`config.mk`:
```
export PLATFORM = sky130hd
export DESIGN_NAME = asp_serial_port
export DESIGN_NICKNAME = d
export VERILOG_FILES = /design/src/rtl/asp_pkg.sv /design/src/rtl/asp_bclk_edge.sv /design/src/rtl/asp_ctrl.sv /design/src/rtl/asp_tx.sv /design/src/rtl/asp_rx.sv /design/src/rtl/asp_serial_port.sv
export SDC_FILE = /design/constraint.sdc
export NUM_CORES = 1
export LEC_CHECK = 0
export BUFFER_PORTS_ARGS = -buffer_cell sky130_fd_sc_hd__buf_2
export CAP_MARGIN = 15
export CORE_UTILIZATION = 50
export CTS_BUF_LIST = sky130_fd_sc_hd__clkbuf_16
export CTS_CLUSTER_DIAMETER = 200
export CTS_CLUSTER_SIZE = 28
export DETAILED_ROUTE_END_ITERATION = 7
export HOLD_SLACK_MARGIN = 0.1
export PLACE_DENSITY = 0.74
export SYNTH_ARGS = -nofsm -noshare
export SYNTH_HDL_FRONTEND = slang
export SYNTH_SLANG_ARGS = --single-unit
```
`constraint.sdc`:
```
create_clock -name clk -period 6.15 [get_ports clk]
set_input_delay 0.3075 -clock clk [delete_from_list [all_inputs] [get_ports clk]]
set_output_delay 0.3075 -clock clk [all_outputs]
set_load 0.01 [all_outputs]
```
`src/rtl/asp_pkg.sv`:
```
package asp_pkg;

    typedef enum logic [2:0] {
        FMT_LJ  = 3'd0,
        FMT_RJ  = 3'd1,
        FMT_I2S = 3'd2,
        FMT_DSP = 3'd3,
        FMT_TDM = 3'd4
    } fmt_e;

    typedef enum logic [1:0] {
        ST_IDLE,
        ST_SYNC,
        ST_LEFT,
        ST_RIGHT
    } lane_e;

    function automatic int width_of(input logic [1:0] code);
        case (code)
            2'd0:    return 16;
            2'd1:    return 20;
            2'd2:    return 24;
            default: return 32;
        endcase
    endfunction

endpackage

```
`src/rtl/asp_bclk_edge.sv`:
```
module asp_bclk_edge (
    input  logic clk,
    input  logic rst_n,
    input  logic bclk,
    output logic rise,
    output logic fall,
    output logic fall_d
);
    logic bclk_q;

    always_ff @(posedge clk) begin
        if (!rst_n) begin
            bclk_q <= 1'b1;
            fall_d <= 1'b0;
        end else begin
            bclk_q <= bclk;
            fall_d <= fall;
        end
    end

    assign rise = bclk & ~bclk_q;
    assign fall = ~bclk & bclk_q;
endmodule

```
`src/rtl/asp_ctrl.sv`:
```
module asp_ctrl
    import asp_pkg::*;
#(
    parameter int POS_W = 9,
    parameter int OFS_W = 8,
    parameter int CNT_W = 6
) (
    input  logic             clk,
    input  logic             rst_n,
    input  logic             fall,
    input  logic             wclk,
    input  logic [2:0]       cfg_fmt,
    input  logic [CNT_W-1:0] wlen,
    input  logic [OFS_W-1:0] cfg_offset,
    input  logic [POS_W-1:0] cfg_half_len,
    output lane_e            lane,
    output logic             in_win,
    output logic [CNT_W-1:0] idx
);
    localparam int CW = ((POS_W > OFS_W) ? POS_W : OFS_W) + 2;
    localparam logic [POS_W-1:0] POS_MAX = '1;

    lane_e            lane_q, lane_n;
    logic [POS_W-1:0] pos_q, pos_n, pos_inc;
    logic             w_last, dsp, hit, left_lvl;
    logic [CW-1:0]    base, start, wl_c, pos_c, half_c;

    always_comb begin
        dsp      = (cfg_fmt == FMT_DSP) || (cfg_fmt == FMT_TDM);
        left_lvl = (cfg_fmt != FMT_I2S);
        hit      = dsp ? (wclk & ~w_last) : (wclk ^ w_last);
        pos_inc  = (pos_q == POS_MAX) ? pos_q : pos_q + 1'b1;
        wl_c     = CW'(wlen);
        base     = (cfg_fmt == FMT_TDM) ? CW'(cfg_offset) : '0;
    end

    // next state, applied on a bit-clock falling edge
    always_comb begin
        lane_n = lane_q;
        pos_n  = pos_q;
        unique case (lane_q)
            ST_IDLE: lane_n = ST_SYNC;
            ST_SYNC: begin
                if (hit) begin
                    pos_n  = '0;
                    lane_n = (dsp || wclk == left_lvl) ? ST_LEFT : ST_RIGHT;
                end
            end
            ST_LEFT, ST_RIGHT: begin
                if (hit) begin
                    pos_n  = '0;
                    lane_n = (dsp || wclk == left_lvl) ? ST_LEFT : ST_RIGHT;
                end else begin
                    pos_n = pos_inc;
                    if (dsp && lane_q == ST_LEFT && CW'(pos_inc) >= base + wl_c)
                        lane_n = ST_RIGHT;
                end
            end
            default: lane_n = ST_IDLE;
        endcase
    end

    always_ff @(posedge clk) begin
        if (!rst_n) begin
            lane_q <= ST_IDLE;
            pos_q  <= '0;
            w_last <= 1'b0;
        end else if (fall) begin
            lane_q <= lane_n;
            pos_q  <= pos_n;
            w_last <= wclk;
        end
    end

    // outputs: data window for the current bit position
    always_comb begin
        pos_c  = CW'(pos_q);
        half_c = CW'(cfg_half_len);
        if (dsp)
            start = (lane_q == ST_LEFT) ? base : base + wl_c;
        else if (cfg_fmt == FMT_RJ)
            start = (half_c >= wl_c) ? half_c - wl_c : '0;
        else if (cfg_fmt == FMT_I2S)
            start = CW'(1);
        else
            start = '0;
        in_win = (lane_q == ST_LEFT || lane_q == ST_RIGHT)
                 && pos_c >= start && pos_c < start + wl_c;
        idx    = CNT_W'(pos_c - start);
        lane   = lane_q;
    end
endmodule

```
`src/rtl/asp_tx.sv`:
```
module asp_tx #(
    parameter int SAMPLE_W = 32,
    parameter int IDX_W    = 5,
    parameter int CNT_W    = 6
) (
    input  logic                clk,
    input  logic                rst_n,
    input  logic                fall_d,
    input  logic                in_win,
    input  logic                is_left,
    input  logic [CNT_W-1:0]    idx,
    input  logic [CNT_W-1:0]    wlen,
    input  logic                cfg_hiz,
    input  logic [SAMPLE_W-1:0] tx_left,
    input  logic [SAMPLE_W-1:0] tx_right,
    output logic                dout,
    output logic                dout_oe
);
    logic [SAMPLE_W-1:0] word_q, src;
    logic [CNT_W-1:0]    sel;

    assign src = is_left ? tx_left : tx_right;
    assign sel = wlen - CNT_W'(1) - idx;

    always_ff @(posedge clk) begin
        if (!rst_n) begin
            word_q  <= '0;
            dout    <= 1'b0;
            dout_oe <= 1'b0;
        end else if (fall_d) begin
            if (in_win) begin
                dout_oe <= 1'b1;
                if (idx == '0) begin
                    word_q <= src;
                    dout   <= src[sel[IDX_W-1:0]];
                end else begin
                    dout   <= word_q[sel[IDX_W-1:0]];
                end
            end else begin
                dout_oe <= ~cfg_hiz;
                dout    <= 1'b0;
            end
        end
    end
endmodule

```
`src/rtl/asp_rx.sv`:
```
module asp_rx #(
    parameter int SAMPLE_W = 32,
    parameter int CNT_W    = 6
) (
    input  logic                clk,
    input  logic                rst_n,
    input  logic                rise,
    input  logic                din,
    input  logic                in_win,
    input  logic                is_left,
    input  logic [CNT_W-1:0]    idx,
    input  logic [CNT_W-1:0]    wlen,
    output logic [SAMPLE_W-1:0] rx_left,
    output logic [SAMPLE_W-1:0] rx_right,
    output logic                frame_done
);
    logic [SAMPLE_W-1:0] acc_q, acc_n;

    assign acc_n = (idx == '0) ? {{(SAMPLE_W-1){1'b0}}, din}
                               : {acc_q[SAMPLE_W-2:0], din};

    always_ff @(posedge clk) begin
        if (!rst_n) begin
            acc_q      <= '0;
            rx_left    <= '0;
            rx_right   <= '0;
            frame_done <= 1'b0;
        end else begin
            frame_done <= 1'b0;
            if (rise && in_win) begin
                acc_q <= acc_n;
                if (idx == wlen - CNT_W'(1)) begin
                    if (is_left) begin
                        rx_left <= acc_n;
                    end else begin
                        rx_right   <= acc_n;
                        frame_done <= 1'b1;
                    end
                end
            end
        end
    end
endmodule

```
`src/rtl/asp_serial_port.sv`:
```
module asp_serial_port
    import asp_pkg::*;
#(
    parameter int SAMPLE_W = 32,
    parameter int POS_W    = 9,
    parameter int OFS_W    = 8
) (
    input  logic                clk,
    input  logic                rst_n,
    input  logic [2:0]          cfg_fmt,
    input  logic [1:0]          cfg_width,
    input  logic [OFS_W-1:0]    cfg_offset,
    input  logic [POS_W-1:0]    cfg_half_len,
    input  logic                cfg_hiz,
    input  logic                bclk,
    input  logic                wclk,
    input  logic                din,
    input  logic [SAMPLE_W-1:0] tx_left,
    input  logic [SAMPLE_W-1:0] tx_right,
    output logic                dout,
    output logic                dout_oe,
    output logic [SAMPLE_W-1:0] rx_left,
    output logic [SAMPLE_W-1:0] rx_right,
    output logic                frame_done
);
    localparam int IDX_W = $clog2(SAMPLE_W);
    localparam int CNT_W = IDX_W + 1;

    logic             rise, fall, fall_d, in_win, is_left;
    logic [CNT_W-1:0] idx, wlen;
    lane_e            lane;

    assign wlen    = CNT_W'(width_of(cfg_width));
    assign is_left = (lane == ST_LEFT);

    asp_bclk_edge u_edge (
        .clk(clk), .rst_n(rst_n), .bclk(bclk),
        .rise(rise), .fall(fall), .fall_d(fall_d)
    );

    asp_ctrl #(.POS_W(POS_W), .OFS_W(OFS_W), .CNT_W(CNT_W)) u_ctrl (
        .clk(clk), .rst_n(rst_n), .fall(fall), .wclk(wclk),
        .cfg_fmt(cfg_fmt), .wlen(wlen), .cfg_offset(cfg_offset),
        .cfg_half_len(cfg_half_len),
        .lane(lane), .in_win(in_win), .idx(idx)
    );

    asp_tx #(.SAMPLE_W(SAMPLE_W), .IDX_W(IDX_W), .CNT_W(CNT_W)) u_tx (
        .clk(clk), .rst_n(rst_n), .fall_d(fall_d), .in_win(in_win),
        .is_left(is_left), .idx(idx), .wlen(wlen), .cfg_hiz(cfg_hiz),
        .tx_left(tx_left), .tx_right(tx_right),
        .dout(dout), .dout_oe(dout_oe)
    );

    asp_rx #(.SAMPLE_W(SAMPLE_W), .CNT_W(CNT_W)) u_rx (
        .clk(clk), .rst_n(rst_n), .rise(rise), .din(din),
        .in_win(in_win), .is_left(is_left), .idx(idx), .wlen(wlen),
        .rx_left(rx_left), .rx_right(rx_right), .frame_done(frame_done)
    );
endmodule

```
Word-level counts from Yosys, hierarchy flattened
Cells that the tools add are included.
{ "word_totals": {"register_bits": 144, "wordCells": 94, "output_inout_bits": 67, "input_bits": 92} }
{ "classes": {"magnitude_cmp": 5, "addsub": 7, "n_eq_ne": 15, "n_reduce_logical": 19, "bitwise_logic": 9, "mux": 27} }
{ "op_table": {"columns": ["cell", "n"], "rows": [
  ["32-bit two-way mux", 2],
  ["11-bit two-way mux", 4],
  ["9-bit two-way mux", 3],
  ["11-bit by 6-bit adder with 11-bit output", 2],
  ["9-bit by 11-bit greater-or-equal comparator with 1-bit output", 2],
  ["6-bit case mux with 3 select lines", 1],
  ["9-bit case mux with 2 select lines", 1],
  ["3-bit AND reduction", 6],
  ["9-bit by 11-bit less-than comparator with 1-bit output", 1],
  ["1-bit binary-select mux with 5-bit select", 2],
  ["9-bit by 6-bit subtractor with 10-bit output", 1],
  ["9-bit by 1-bit adder with 9-bit output (second input constant)", 1],
  ["9-bit == test (second input constant)", 1],
  ["9-bit by 6-bit greater-or-equal comparator with 1-bit output", 1],
  ["1-bit two-way mux", 9],
  ["8-bit two-way mux", 1],
  ["2-bit == test (second input constant)", 3],
  ["3-bit by 2-bit == test with 1-bit output (second input constant)", 2],
  ["6-bit == test", 1],
  ["6-bit zero test", 1],
  ["5-bit by 6-bit less-than comparator with 1-bit output (second input constant)", 1],
  ["2-bit two-way mux", 3],
  ["2-bit case mux with 3 select lines", 1],
  ["6-bit by 1-bit subtractor with 6-bit output (second input constant)", 1],
  ["other kinds (17)", 31]
]} }

Longest topological paths before layout
Gate-level depths: netlist of run 1.
{ "logic_depth": {"depth_word": 12, "mapped_depth": 25, "mapped_depth_nobuf": 23} }

Hierarchy
A second synthesis of run 1 with hierarchy kept.
{ "unflattened": {"cells_unflattened": 1019, "hier_area_um2": 9217.6} }
{ "by_module_without_submodules": {"columns": ["mod", "seq_area_each_um2", "cells_per_inst", "area_per_inst_um2", "n_inst"], "rows": [
  ["asp_rx", 1921.8, 413, 3857.4, 1],
  ["asp_tx", 680.7, 257, 2656.3, 1],
  ["asp_ctrl", 240.2, 337, 2597.5, 1],
  ["asp_bclk_edge", 40.0, 6, 70.1, 1],
  ["asp_serial_port", 0.0, 6, 36.3, 1]
]} }

Worst setup path before layout of run 1
Ideal clock, no wire load.
{ "synth_timing": {"path_type": "in2reg", "startpoint": "in cfg_width[0]", "endpoint": "reg u_tx.dout", "t_arrival_ps": 5084, "required_ps": 6078, "slack_ps": 994, "path_buffers": 2, "setup_time_ps": 72, "path_stages": 21, "path_cell_list": "ha_1 > buf_2 > inv_1 > ha_1 > or4_1 > nor2_1 > a31oi_1 > a21boi_0 > ha_1 > nor2b_1 > o21a_1 > o21a_1 > nor2_1 > inv_1 > ha_1 > clkbuf_1 > a21oi_1 > xor2_1 > mux4_2 > a2111o_1 > a21oi_1"} }
{ "synth_via": {"elab_chain_cells": 12, "elab_cells_between_ends": 26, "cone_classes": "6 x add/sub; 3 x order compare; 2 x eq/ne; 11 x mux; 4 x reduce/logical"} }
{ "synth_rtl": {"columns": ["element", "line_no", "source"], "rows": [
  ["start: declaration", "asp_serial_port.sv:11", "input logic [1:0] cfg_width,"],
  ["2-bit == test (tied with other cells)", "asp_pkg.sv:19", "case (code)"],
  ["6-bit case mux with 3 select lines *", "asp_pkg.sv:19", null],
  ["9-bit by 6-bit subtractor with 10-bit output / 9-bit by 6-bit greater-or-equal comparator with 1-bit output (equally long branches)", "asp_ctrl.sv:82", "start = (half_c >= wl_c) ? half_c - wl_c : '0;"],
  ["11-bit two-way mux", "asp_ctrl.sv:82", null],
  ["11-bit two-way mux", "asp_ctrl.sv:81", "else if (cfg_fmt == FMT_RJ)"],
  ["11-bit two-way mux", "asp_ctrl.sv:79", "if (dsp)"],
  ["6-bit subtractor", "asp_ctrl.sv:89", "idx = CNT_W'(pos_c - start);"],
  ["5-bit subtractor", "asp_tx.sv:23", "assign sel = wlen - CNT_W'(1) - idx;"],
  ["1-bit binary-select mux with 5-bit select (on tied branches)", "asp_tx.sv:37, asp_tx.sv:35", null],
  ["1-bit two-way mux (on tied branches)", "asp_tx.sv:37, asp_tx.sv:35", null],
  ["1-bit two-way mux", "asp_tx.sv:33", "if (idx == '0) begin"],
  ["1-bit two-way mux *", "asp_tx.sv:31", "if (in_win) begin"],
  ["end signal: assignment", "asp_tx.sv:35", "dout <= src[sel[IDX_W-1:0]];"],
  ["end signal: assignment", "asp_tx.sv:37", "dout <= word_q[sel[IDX_W-1:0]];"],
  ["end: declaration", "asp_tx.sv:16", "output logic dout,"]
]} }
Mark *: on every way between the ends. The rest lies on a longest branch, timed or not. The select of a mux whose other input is x is not followed.
A chain may end at the register's enable or synchronous reset.

Final worst setup path of run 1
Same ends and word-level chain as after synthesis.

==> results of run 1 <==
[registers in the layout, summed over array words and instances, names as in the netlist]
| signal | cells |
|---|---|
| u_rx.acc_q | 31 |
| u_ctrl.pos_q | 9 |
| u_tx.word_q | 32 |
| u_tx.dout | 1 |
| u_tx.dout_oe | 1 |
| u_rx.frame_done | 1 |
| u_rx.rx_left | 32 |
| u_ctrl.lane | 2 |
| u_rx.rx_right | 32 |
| u_ctrl.w_last | 1 |
| u_edge.fall_d | 1 |
| u_edge.bclk_q | 1 |
[where the power goes]
group / internal [W] / switching, W
Combinational: 0.000144 / 0.000211
Clock: 0.000642 / 0.000415
Sequential: 0.000936 / 0.00000255
[worst reg2reg max path: stages (launching register included)]
cell and delay (ns):
dfxtp_1 0.41, nor2b_4 0.35, nor2_1 0.08, a21oi_1 0.12, o22ai_1 0.11, ha_1 0.27
fa_1 0.41, a21oi_1 0.15, nor2_1 0.06, nor2_1 0.19, nor3_1 0.09, xnor2_1 0.16
ha_1 0.32, a21o_1 0.18, a31o_2 0.26, a2111oi_4 0.35, buf_12 0.33, nor2_1 0.11
a211oi_1 0.22
[cells in the final DEF (no fill, tap or decap), types with 6 or more instances in the layout]
cell | Yosys | final
xor2_1 | 10 | 10
o21a_1 | 9 | 9
nand2b_1 | 10 | 10
a21o_1 | 8 | 8
nor2b_1 | 10 | 9
a211oi_2 | 28 | 28
o21ai_0 | 45 | 45
and2_1 | 37 | 37
buf_4 | 3 | 13
a21oi_1 | 59 | 59
xnor2_1 | 14 | 14
a22oi_1 | 12 | 12
nand4_1 | 7 | 7
clkbuf_16 | 0 | 17
nand2_1 | 129 | 129
mux4_2 | 11 | 11
buf_2 | 12 | 158
dfxtp_1 | 144 | 144
nor2_1 | 107 | 107
a211oi_1 | 6 | 6
inv_1 | 34 | 34
nor3_1 | 8 | 8
nand3_1 | 39 | 39
mux2i_1 | 72 | 72
ha_1 | 43 | 43
[area by class of cell]
cell class | instances | area [um^2] | area share (%)
multi-input combinational | 745 | 5180 | 51.7
clock inverter | 15 | 183 | 1.82
timing repair buffer | 174 | 938 | 9.36
inverter | 36 | 136 | 1.36
clock buffer | 17 | 425 | 4.24
sequential | 144 | 2880 | 28.8
tap | 220 | 275 | 2.75
[layer usage]
| metal | global-route usage [%] | up-vias |
|---|---|---|
| met3 | 5.15 | 38 |
| met1 | 30.3 | 3469 |
| li1 | - | 3749 |
| met4 | 9.24 | 0 |
| met2 | 38.4 | 205 |
| met5 | 0 | - |
[path summary, 6_finish.rpt]
kind	endpoint	start	slack (ns)
max reg2reg	u_tx.word_q[30]	u_ctrl.lane[1]	1.87
min	u_edge.bclk_q	bclk	0.14
max	u_tx.dout	cfg_width[0]	1.04
min reg2reg	u_rx.rx_left[0]	u_rx.rx_left[0]	0.45
[kinds of logic (layout without fill, tap and decap cells)]
family	count (synthesis)	after routing	share of synthesized area, %
xor gates and xnor gates	25	25	2.68
adders and majority gates	47	47	7.30
and+or+nand+nor	365	365	19.8
buffers and inverters	96	242	5.10
muxes	86	86	11.8
DFF	144	144	34.1
AOI/OAI and AO/OA	222	222	19.3
[stage by stage]
step                      hold WS [ns]  cells
final                            0.142   1351
after floorplan                  0.416    985
after detailed placement         0.441   1318
after global routing             0.145   1351
after global placement           0.437   1318
after CTS                        0.130   1351
==> results.py, run 1 <==
metrics = {
    "logic_synthesis": {
        "mappedNetlistArea_um2": 8460,
        "yosysSeqAreaShare_pct": 34.1,
        "yosys_warnings": 0,
        "synthFlopType": "dfxtp_1",
        "ys_types": 75,
        "ys_top_cells_by_count": "dfxtp_1 (144), nand2_1 (129), nor2_1 (107)",
        "synth.area.top_cells": "dfxtp_1 (34%), mux2i_1 (8.5%), ha_1 (6.4%)",
        "syn_avg_cell_area_um2": 8.59,
        "yosysMostFrequentCell": "dfxtp_1",
        "yosysTopAreaCellShare_pct": 34.1,
        "syn-num-nets": 1124,
        "synth_edf_count": 0,
        "synth_seq_cells": 144,
        "async_reset_ff_share_pct": 0,
        "yosys.area.top_type": "dfxtp_1",
        "synthCells": 985,
    },
    "clock_network": {
        "path_clk_slew_ns": 0.06,
        "cts_tree": "built",
        "cts_resized": 0,
        "cts_sinks": 144,
        "ctsHoldBuffers": 1,
        "cts_buffers": 17,
        "root_buffer": "clkbuf_16",
        "post_cts_buffers": 0,
        "h-tree-depth": 4,
        "clk_latency_ns": 0.42,
        "cts_buffer_depth": 2,
    },
    "grt": {
        "antenna_found_initial": 0,
        "first_global_vias": 6746,
        "grt_pass1_wl_mm": 33.1,
        "grt-ovfl-total": 0,
        "grt_usage_pct": 23.5,
        "grt_max_degree": 78,
    },
    "floorplanning": {
        "die_h_um": 132,
        "fp.dieW_um": 132,
        "core_um2": 16600,
        "initial_core_util_pct": 51.0,
        "num_rows": 47,
        "io-pin-count": 159,
        "dieArea_um2": 17500,
    },
    "detailed_routing": {
        "wire_per_inst_um": 15.2,
        "drt-met1-wl_mm": 9.41,
        "vias": 7461,
        "routed_via_density": 5.52,
        "top_layer_used": "met4",
        "drcViolationCount": 0,
        "met3_length_mm": 1.06,
        "antenna_left": 0,
        "dr.pass1.iters": 5,
        "drt-initial-drc-count": 397,
        "wirelength_mm": 20.5,
        "dr_wl_met2_mm": 9.59,
    },
    "sta": {
        "tightest_slew_ns": 0.859,
        "min_period_ns": 5.11,
        "rsz0062_at_grt": "no",
        "skew_ns": 0.00699,
        "finalSetupTns_ns": 0,
        "setup_ws_ns": 1.04,
        "fin_crit_sh_pct": 83.1,
        "slew-limit-headroom_pct": 42.8,
        "setup_viol": 0,
        "max_freq_mhz": 196,
        "maxSlewViolCount": 0,
        "final-hold-violation-count": 0,
    },
    "placement": {
        "gp_congestion": 0.902,
        "dpl_cell_area_um2": 9410,
        "portBuffers": 158,
        "hpwl_mm": 14.8,
        "dp_slack_ns": 0.651,
    },
    "finish": {
        "utilization_pct": 60.5,
        "n_fill_cell": 1490,
        "finalInstanceArea_um2": 10000,
        "drive_gt1_share_pct": 23.3,
        "area_growth_pct": 18.5,
        "antennaDiodeCount": 0,
        "fin_nets": 1257,
    },
    "worst_setup_path": {
        "max_stage_delay_ns": 0.56,
        "crit_top_cell": "ha_1",
        "worstPathRequired_ns": 6.49,
        "crit_arrival_ns": 5.45,
        "crit_buf_inv": 3,
        "slowest_stage": "or4_1",
        "end_kind": "register",
        "crit_family": "compound AO/OA/AOI/OAI gates",
        "worstPathCellList": "buf_2 -> ha_1 -> inv_1 -> ha_1 -> or4_1 -> nor2_1 -> a31oi_1 -> a21boi_0 -> ha_1 -> nor2b_1 -> o21a_1 -> o21a_1 -> nor2_1 -> inv_1 -> ha_1 -> a21oi_1 -> xor2_1 -> mux4_2 -> a2111o_1 -> a21oi_1",
        "critPathKind": "in2reg",
        "reg2reg_depth": 18,
        "cp.depth": 20,
        "cp-start-kind": "input port",
        "critPathMaxFanout": 9,
    },
    "pwr": {
        "peakVddDrop_uv": 210,
        "powerDensity_nw_per_um2": 234,
        "power.leakage_nw": 4.24,
        "power_w": 0.00235,
    },
    "run": {
        "cap_viol_max_count": 0,
    },
    "worst_hold_path": {
        "min_path_cells": 2,
        "hold_path_class": "in2reg",
    },
    "outcome": {
        "outcome": "completed",
    },
}
Power figures use the tool's default switching activity.
==> run 2, diff against run 1 <==
==> constraint.sdc (replaced) <==
create_clock -name clk -period 5.15 [get_ports clk]
set_input_delay 0.2575 -clock clk [delete_from_list [all_inputs] [get_ports clk]]
set_output_delay 0.2575 -clock clk [all_outputs]
set_load 0.01 [all_outputs]
==> run 2 against run 1 <==
  * Global-route usage increased by 1.3 points
  * Count of clock-buffer cells in the layout stayed put
  * Flip-flop and latch count is the same
  * Critical path type unchanged
  * Largest power group unchanged
  * Cell count up 1.5%
  * Register-to-register slack got worse by 0.99 ns
==> results.py, run 2 (same netlist as run 1, synthesis figures left out) <==
metrics = {
    "outcome": {
        "outcome": "completed",
    },
    "floorplanning": {
        "dieArea_um2": 17500,
        "num_rows": 47,
        "core_um2": 16600,
        "fp.dieW_um": 132,
        "io-pin-count": 159,
        "initial_core_util_pct": 51.0,
        "die_h_um": 132,
    },
    "grt": {
        "grt_pass1_wl_mm": 35.1,
        "grt_max_degree": 71,
        "grt_usage_pct": 24.9,
        "grt-ovfl-total": 0,
        "first_global_vias": 7131,
        "antenna_found_initial": 0,
    },
    "detailed_routing": {
        "wire_per_inst_um": 15.7,
        "wirelength_mm": 21.5,
        "met3_length_mm": 1.16,
        "dr.pass1.iters": 5,
        "dr_wl_met2_mm": 10.2,
        "routed_via_density": 5.51,
        "top_layer_used": "met4",
        "vias": 7550,
        "drcViolationCount": 0,
        "antenna_left": 0,
        "drt-met1-wl_mm": 9.58,
        "drt-initial-drc-count": 400,
    },
    "worst_setup_path": {
        "crit_family": "compound AO/OA/AOI/OAI gates",
        "worstPathCellList": "buf_2 -> nor3b_2 -> buf_4 -> and2_1 -> ha_1 -> a21oi_1 -> o21ai_0 -> a21oi_1 -> o22ai_1 -> a21oi_2 -> nand2_1 -> a32o_1 -> ha_1 -> inv_1 -> o21bai_1 -> nand2_1 -> xnor2_1 -> ha_1 -> o21a_1 -> a31o_2 -> a2111oi_4 -> buf_4 -> buf_6 -> a211oi_1",
        "critPathKind": "in2reg",
        "max_stage_delay_ns": 0.34,
        "rrSetupSlack_ns": 0.88,
        "r2r_start": "u_ctrl.lane[1]",
        "reg2reg_to": "u_tx.word_q[1]",
        "crit_buf_inv": 5,
        "reg2reg_depth": 18,
        "crit_top_cell": "ha_1",
        "worstPathRequired_ns": 5.42,
        "end_kind": "register",
        "cp-start-kind": "input port",
        "critPathMaxFanout": 26,
        "crit_arrival_ns": 5.00,
        "slowest_stage": "a2111oi_4",
    },
    "clock_network": {
        "cts_buffers": 17,
        "h-tree-depth": 4,
        "cts_sinks": 144,
        "clk_latency_ns": 0.42,
        "cts_buffer_depth": 2,
        "cts_tree": "built",
        "path_clk_slew_ns": 0.06,
        "root_buffer": "clkbuf_16",
    },
    "pwr": {
        "power.leakage_nw": 4.33,
        "power_w": 0.00273,
        "peakVddDrop_uv": 251,
        "powerDensity_nw_per_um2": 268,
    },
    "worst_hold_path": {
        "min_from": "din",
        "hold_path_class": "in2reg",
        "min_to": "u_rx.rx_left[0]",
        "min_path_cells": 3,
    },
    "finish": {
        "area.sequential_um2": 2880,
        "reg.largest.list": "u_rx.rx_left x32, u_rx.rx_right x32, u_tx.word_q x32",
        "drive_gt1_share_pct": 24.7,
        "area_growth_pct": 20.2,
        "fin_nets": 1277,
        "multiInputGateArea_um2": 5190,
        "utilization_pct": 61.3,
        "final_cell_mix": "buf_2 (158), dfxtp_1 (144), nand2_1 (129), nor2_1 (107), mux2i_1 (72)",
        "antennaDiodeCount": 0,
        "mostFrequentLayoutCell": "buf_2",
        "n_fill_cell": 1509,
    },
    "sta": {
        "fin_crit_sh_pct": 92.0,
        "setup_ws_ns": 0.414,
        "maxSlewViolCount": 0,
        "final-hold-violation-count": 0,
        "tightest_slew_ns": 0.787,
        "setup_viol": 0,
        "skew_ns": 0.00680,
        "rsz0062_at_grt": "no",
        "slew-limit-headroom_pct": 47.5,
        "max_freq_mhz": 211,
        "min_period_ns": 4.74,
        "finalSetupTns_ns": 0,
    },
    "placement": {
        "dp_slack_ns": 0.0184,
        "gp_congestion": 0.945,
        "hpwl_mm": 15.7,
        "portBuffers": 158,
    },
    "run": {
        "cap_viol_max_count": 0,
    },
}
-- run 2: final cells by class --
| cell class | instances | area share [%] |
|---|---|---|
| well taps | 220 | 2.71 |
| clock buffers | 17 | 4.18 |
| clock inverters | 15 | 1.34 |
| multi-input cells | 745 | 51.0 |
| repair buffers | 194 | 11.1 |
| inverters | 36 | 1.34 |
| flip-flops and latches | 144 | 28.3 |
-- run 2: repair_timing --
item                                    in CTS  in global routing
setup buffers                                0                  1
hold endpoints to repair                     2                  0
resized for setup                            0                  2
hold buffers                                 2                  0
endpoints found under the setup margin       0                  8
-- run 2: tightest hold or removal path, cell delays in order --
cell and delay [ns]:
buf_2 0.12, nand2_1 0.06, a21oi_1 0.05
-- run 2: worst max path at each step --
stage            startpoint             end  slack (ns)  cells after the start
2_1_floorplan  cfg_width[0]       u_tx.dout        0.04                     21
3_3_place_gp     cfg_fmt[1]  u_tx.word_q[0]        0.09                     24
3_5_place_dp   cfg_width[1]       u_tx.dout        0.02                     21
4_1_cts          cfg_fmt[1]  u_tx.word_q[8]        0.42                     24
5_1_grt          cfg_fmt[1]  u_tx.word_q[1]        0.04                     26
6_report         cfg_fmt[1]  u_tx.word_q[1]        0.41                     24
-- run 2: power breakdown --
| part | switching (W) | internal, W |
|---|---|---|
| Clock | 0.000494 | 0.000668 |
| Sequential | 0.00000322 | 0.00112 |
| Combinational | 0.000261 | 0.000186 |
| Total | 0.000759 | 0.00197 |
-- run 2: metrics by stage --
step / area, um^2 / std cells / hold slack, ns
global placement: 9560 / 1335 / 0.437
detailed placement: 9560 / 1335 / 0.440
finish: 10200 / 1371 / 0.118
floorplan: 8460 / 985 / 0.366
CTS: 10100 / 1369 / 0.107
global route: 10200 / 1371 / 0.117
-- run 2: metal layers --
layer / global-route usage [%] / up-vias
met2: 41.4 / 211
met3: 5.04 / 35
met1: 31.9 / 3522
li1: - / 3782
met4: 8.91 / 0
met5: 0 / -
==> run 3, diff against run 2 <==
--- a/config.mk
+++ b/config.mk
@@ -5,6 +5,7 @@
 export SDC_FILE = /design/constraint.sdc
 export NUM_CORES = 1
 export LEC_CHECK = 0
+export ABC_AREA = 1
 export BUFFER_PORTS_ARGS = -buffer_cell sky130_fd_sc_hd__buf_2
 export CAP_MARGIN = 15
 export CORE_UTILIZATION = 50
==> run 3 against run 2 <==
  * Die area rose by 4.5%
  * Global-route usage increased by 1.6 points
  * Critical path depth rose by 9
  * Critical path type unchanged
  * Clock power rose by 3%
  * Largest cell class unchanged
==> results.py, run 3 <==
metrics = {
    "grt": {
        "antenna_found_initial": 0,
        "grt_max_degree": 65,
        "grt_usage_pct": 26.5,
        "first_global_vias": 8167,
        "grt_pass1_wl_mm": 38.6,
        "grt-ovfl-total": 0,
    },
    "worst_setup_path": {
        "worstPathRequired_ns": 5.48,
        "critPathKind": "in2reg",
        "crit_top_cell": "nand2_1",
        "cp-start-kind": "input port",
        "max_stage_delay_ns": 0.42,
        "crit_arrival_ns": 5.01,
        "end_kind": "register",
        "reg2reg_to": "u_rx.rx_left[27]",
        "critPathMaxFanout": 14,
        "reg2reg_depth": 25,
        "slowest_stage": "fa_1",
        "rrSetupSlack_ns": 0.76,
        "r2r_start": "u_ctrl.lane[1]",
    },
    "worst_hold_path": {
        "hold_path_class": "in2reg",
        "min_from": "cfg_hiz",
        "min_to": "u_tx.dout_oe",
        "min_path_cells": 4,
    },
    "floorplanning": {
        "io-pin-count": 159,
        "num_rows": 48,
        "dieArea_um2": 18200,
        "initial_core_util_pct": 51.2,
        "fp.dieW_um": 135,
        "core_um2": 17300,
        "die_h_um": 135,
    },
    "logic_synthesis": {
        "synth.area.top_cells": "dfxtp_1 (33%), nand2_1 (21%), inv_1 (10%)",
        "syn-num-nets": 1565,
        "yosysMostFrequentCell": "nand2_1",
        "synthCells": 1426,
        "syn_avg_cell_area_um2": 6.21,
        "ys_top_cells_by_count": "nand2_1 (489), inv_1 (245), dfxtp_1 (144)",
        "synth_seq_cells": 144,
        "mappedNetlistArea_um2": 8850,
        "synth_edf_count": 0,
        "yosysSeqAreaShare_pct": 32.6,
        "yosys_warnings": 0,
        "yosys.area.top_type": "dfxtp_1",
        "ys_types": 38,
        "yosysTopAreaCellShare_pct": 32.6,
        "async_reset_ff_share_pct": 0,
        "synthFlopType": "dfxtp_1",
    },
    "detailed_routing": {
        "routed_via_density": 5.07,
        "wirelength_mm": 23.7,
        "wire_per_inst_um": 13.2,
        "vias": 9148,
        "drt-initial-drc-count": 721,
        "dr.pass1.iters": 5,
        "drcViolationCount": 0,
        "antenna_left": 0,
    },
    "sta": {
        "skew_ns": 0.0117,
        "hold_ws_ns": 0.144,
        "maxSlewViolCount": 0,
        "min_period_ns": 4.68,
        "final-hold-violation-count": 0,
        "setup_viol": 0,
        "setup_ws_ns": 0.466,
        "max_freq_mhz": 213,
        "tightest_slew_ns": 0.635,
        "fin_crit_sh_pct": 91.0,
        "finalSetupTns_ns": 0,
        "rsz0062_at_grt": "no",
        "slew-limit-headroom_pct": 57.7,
    },
    "finish": {
        "final_cell_mix": "nand2_1 (489), inv_1 (246), buf_2 (158), dfxtp_1 (144), a21oi_1 (93)",
        "fin_nets": 1707,
        "multiInputGateArea_um2": 4770,
        "reg.largest.list": "u_rx.rx_left x32, u_rx.rx_right x32, u_tx.word_q x32",
        "antennaDiodeCount": 0,
        "utilization_pct": 60.4,
        "area_growth_pct": 18.1,
        "drive_gt1_share_pct": 14.6,
        "mostFrequentLayoutCell": "nand2_1",
        "n_fill_cell": 1669,
        "area.sequential_um2": 2880,
    },
    "pwr": {
        "power.leakage_nw": 5.52,
        "p_int_w": 0.00203,
        "clkPwrFrac_pct": 41.6,
        "power_switching_share_pct": 29.8,
        "seq_power_share_pct": 39.0,
        "p_sw_w": 0.000860,
        "powerDensity_nw_per_um2": 276,
        "combPwrFrac_pct": 19.4,
        "peakVddDrop_uv": 248,
    },
    "clock_network": {
        "cts_tree": "built",
        "root_buffer": "clkbuf_16",
        "path_clk_slew_ns": 0.06,
        "cts_buffers": 17,
        "h-tree-depth": 4,
        "post_cts_buffers": 0,
        "cts_buffer_depth": 2,
        "cts_sinks": 144,
        "clk_latency_ns": 0.42,
    },
    "placement": {
        "portBuffers": 158,
        "gp_congestion": 0.917,
        "dp_slack_ns": 0.0260,
        "hpwl_mm": 17.0,
    },
    "run": {
        "cap_viol_max_count": 0,
    },
    "outcome": {
        "outcome": "completed",
    },
}
run 3: metal layers:
metal,vias to the layer above,track usage (%),part of all wire [%]
li1,4720,-,-
met1,4068,35.9,46
met2,319,42.1,45
met3,41,4.73,6.7
met4,0,9.55,2.1
met5,-,0,0
run 3: layout make-up:
class,count,area share [%]
Multi-Input combinational cell,967,45.7
Sequential cell,144,27.6
Timing Repair Buffer,184,9.49
Inverter,254,9.12
Clock buffer,17,4.07
Tap cell,225,2.69
Clock inverter,14,1.35
run 3: worst max-delay path by stage:
| stage | cells past startpoint | startpoint | endpoint | slack, ns |
|---|---|---|---|---|
| after floorplan | 29 | cfg_width[0] | u_tx.dout | 0.77 |
| after global placement | 34 | cfg_fmt[1] | u_tx.word_q[9] | 0.28 |
| after detailed placement | 32 | cfg_width[1] | u_tx.word_q[11] | 0.03 |
| after CTS | 32 | cfg_width[1] | u_tx.word_q[11] | 0.44 |
| after global routing | 33 | cfg_width[1] | u_rx.rx_left[1] | 0.01 |
| final | 33 | cfg_width[1] | u_rx.rx_left[27] | 0.47 |
run 3: timing repair:
| item | 4_1_cts | 5_1_grt |
|---|---|---|
| resized for setup | 0 | 2 |
| setup endpoints to repair | 0 | 37 |
| hold buffers | 1 | 0 |
| endpoints found under the hold margin | 1 | 0 |
run 3: through the flow:
step,cell area [um^2],power (W),instances
floorplan,8850,0.00154,1426
global placement,9860,0.00170,1773
detailed placement,9860,0.00170,1773
CTS,10400,0.00290,1805
global route,10500,0.00303,1805
finish,10500,0.00289,1805
run 3: power by group through the flow:
stage                     Clock (W)  Sequential (W)  Combinational (W)
final                       0.00120         0.00113           0.000560
after global routing        0.00127         0.00113           0.000631
after CTS                   0.00122         0.00112           0.000557
after detailed placement          0         0.00115           0.000552
after global placement            0         0.00115           0.000546
after floorplan                   0         0.00115           0.000389
run 3: kinds of logic (layout without fill, tap and decap cells):
group                    count (synthesis)  in the layout  share of synthesized area [%]
multiplexers                             1              1                          0.113
buffers and inverters                  315            469                           13.6
AO/OA/AOI/OAI                          185            185                           11.2
flip-flops                             144            144                           32.6
XOR/XNOR                                20             20                           1.98
AND/OR/NAND/NOR                        714            714                           33.6
adder cells (fa/ha/maj)                 47             47                           6.98
run 3: critical path, delay by kind of cell:
| kind | cells | cell delay [ns] |
|---|---|---|
| AND/OR/NAND/NOR | 12 | 1.23 |
| AO/OA/AOI/OAI | 6 | 0.93 |
| adder cells (fa/ha/maj) | 6 | 1.62 |
| XOR/XNOR | 1 | 0.16 |
| buffers and inverters | 8 | 0.77 |
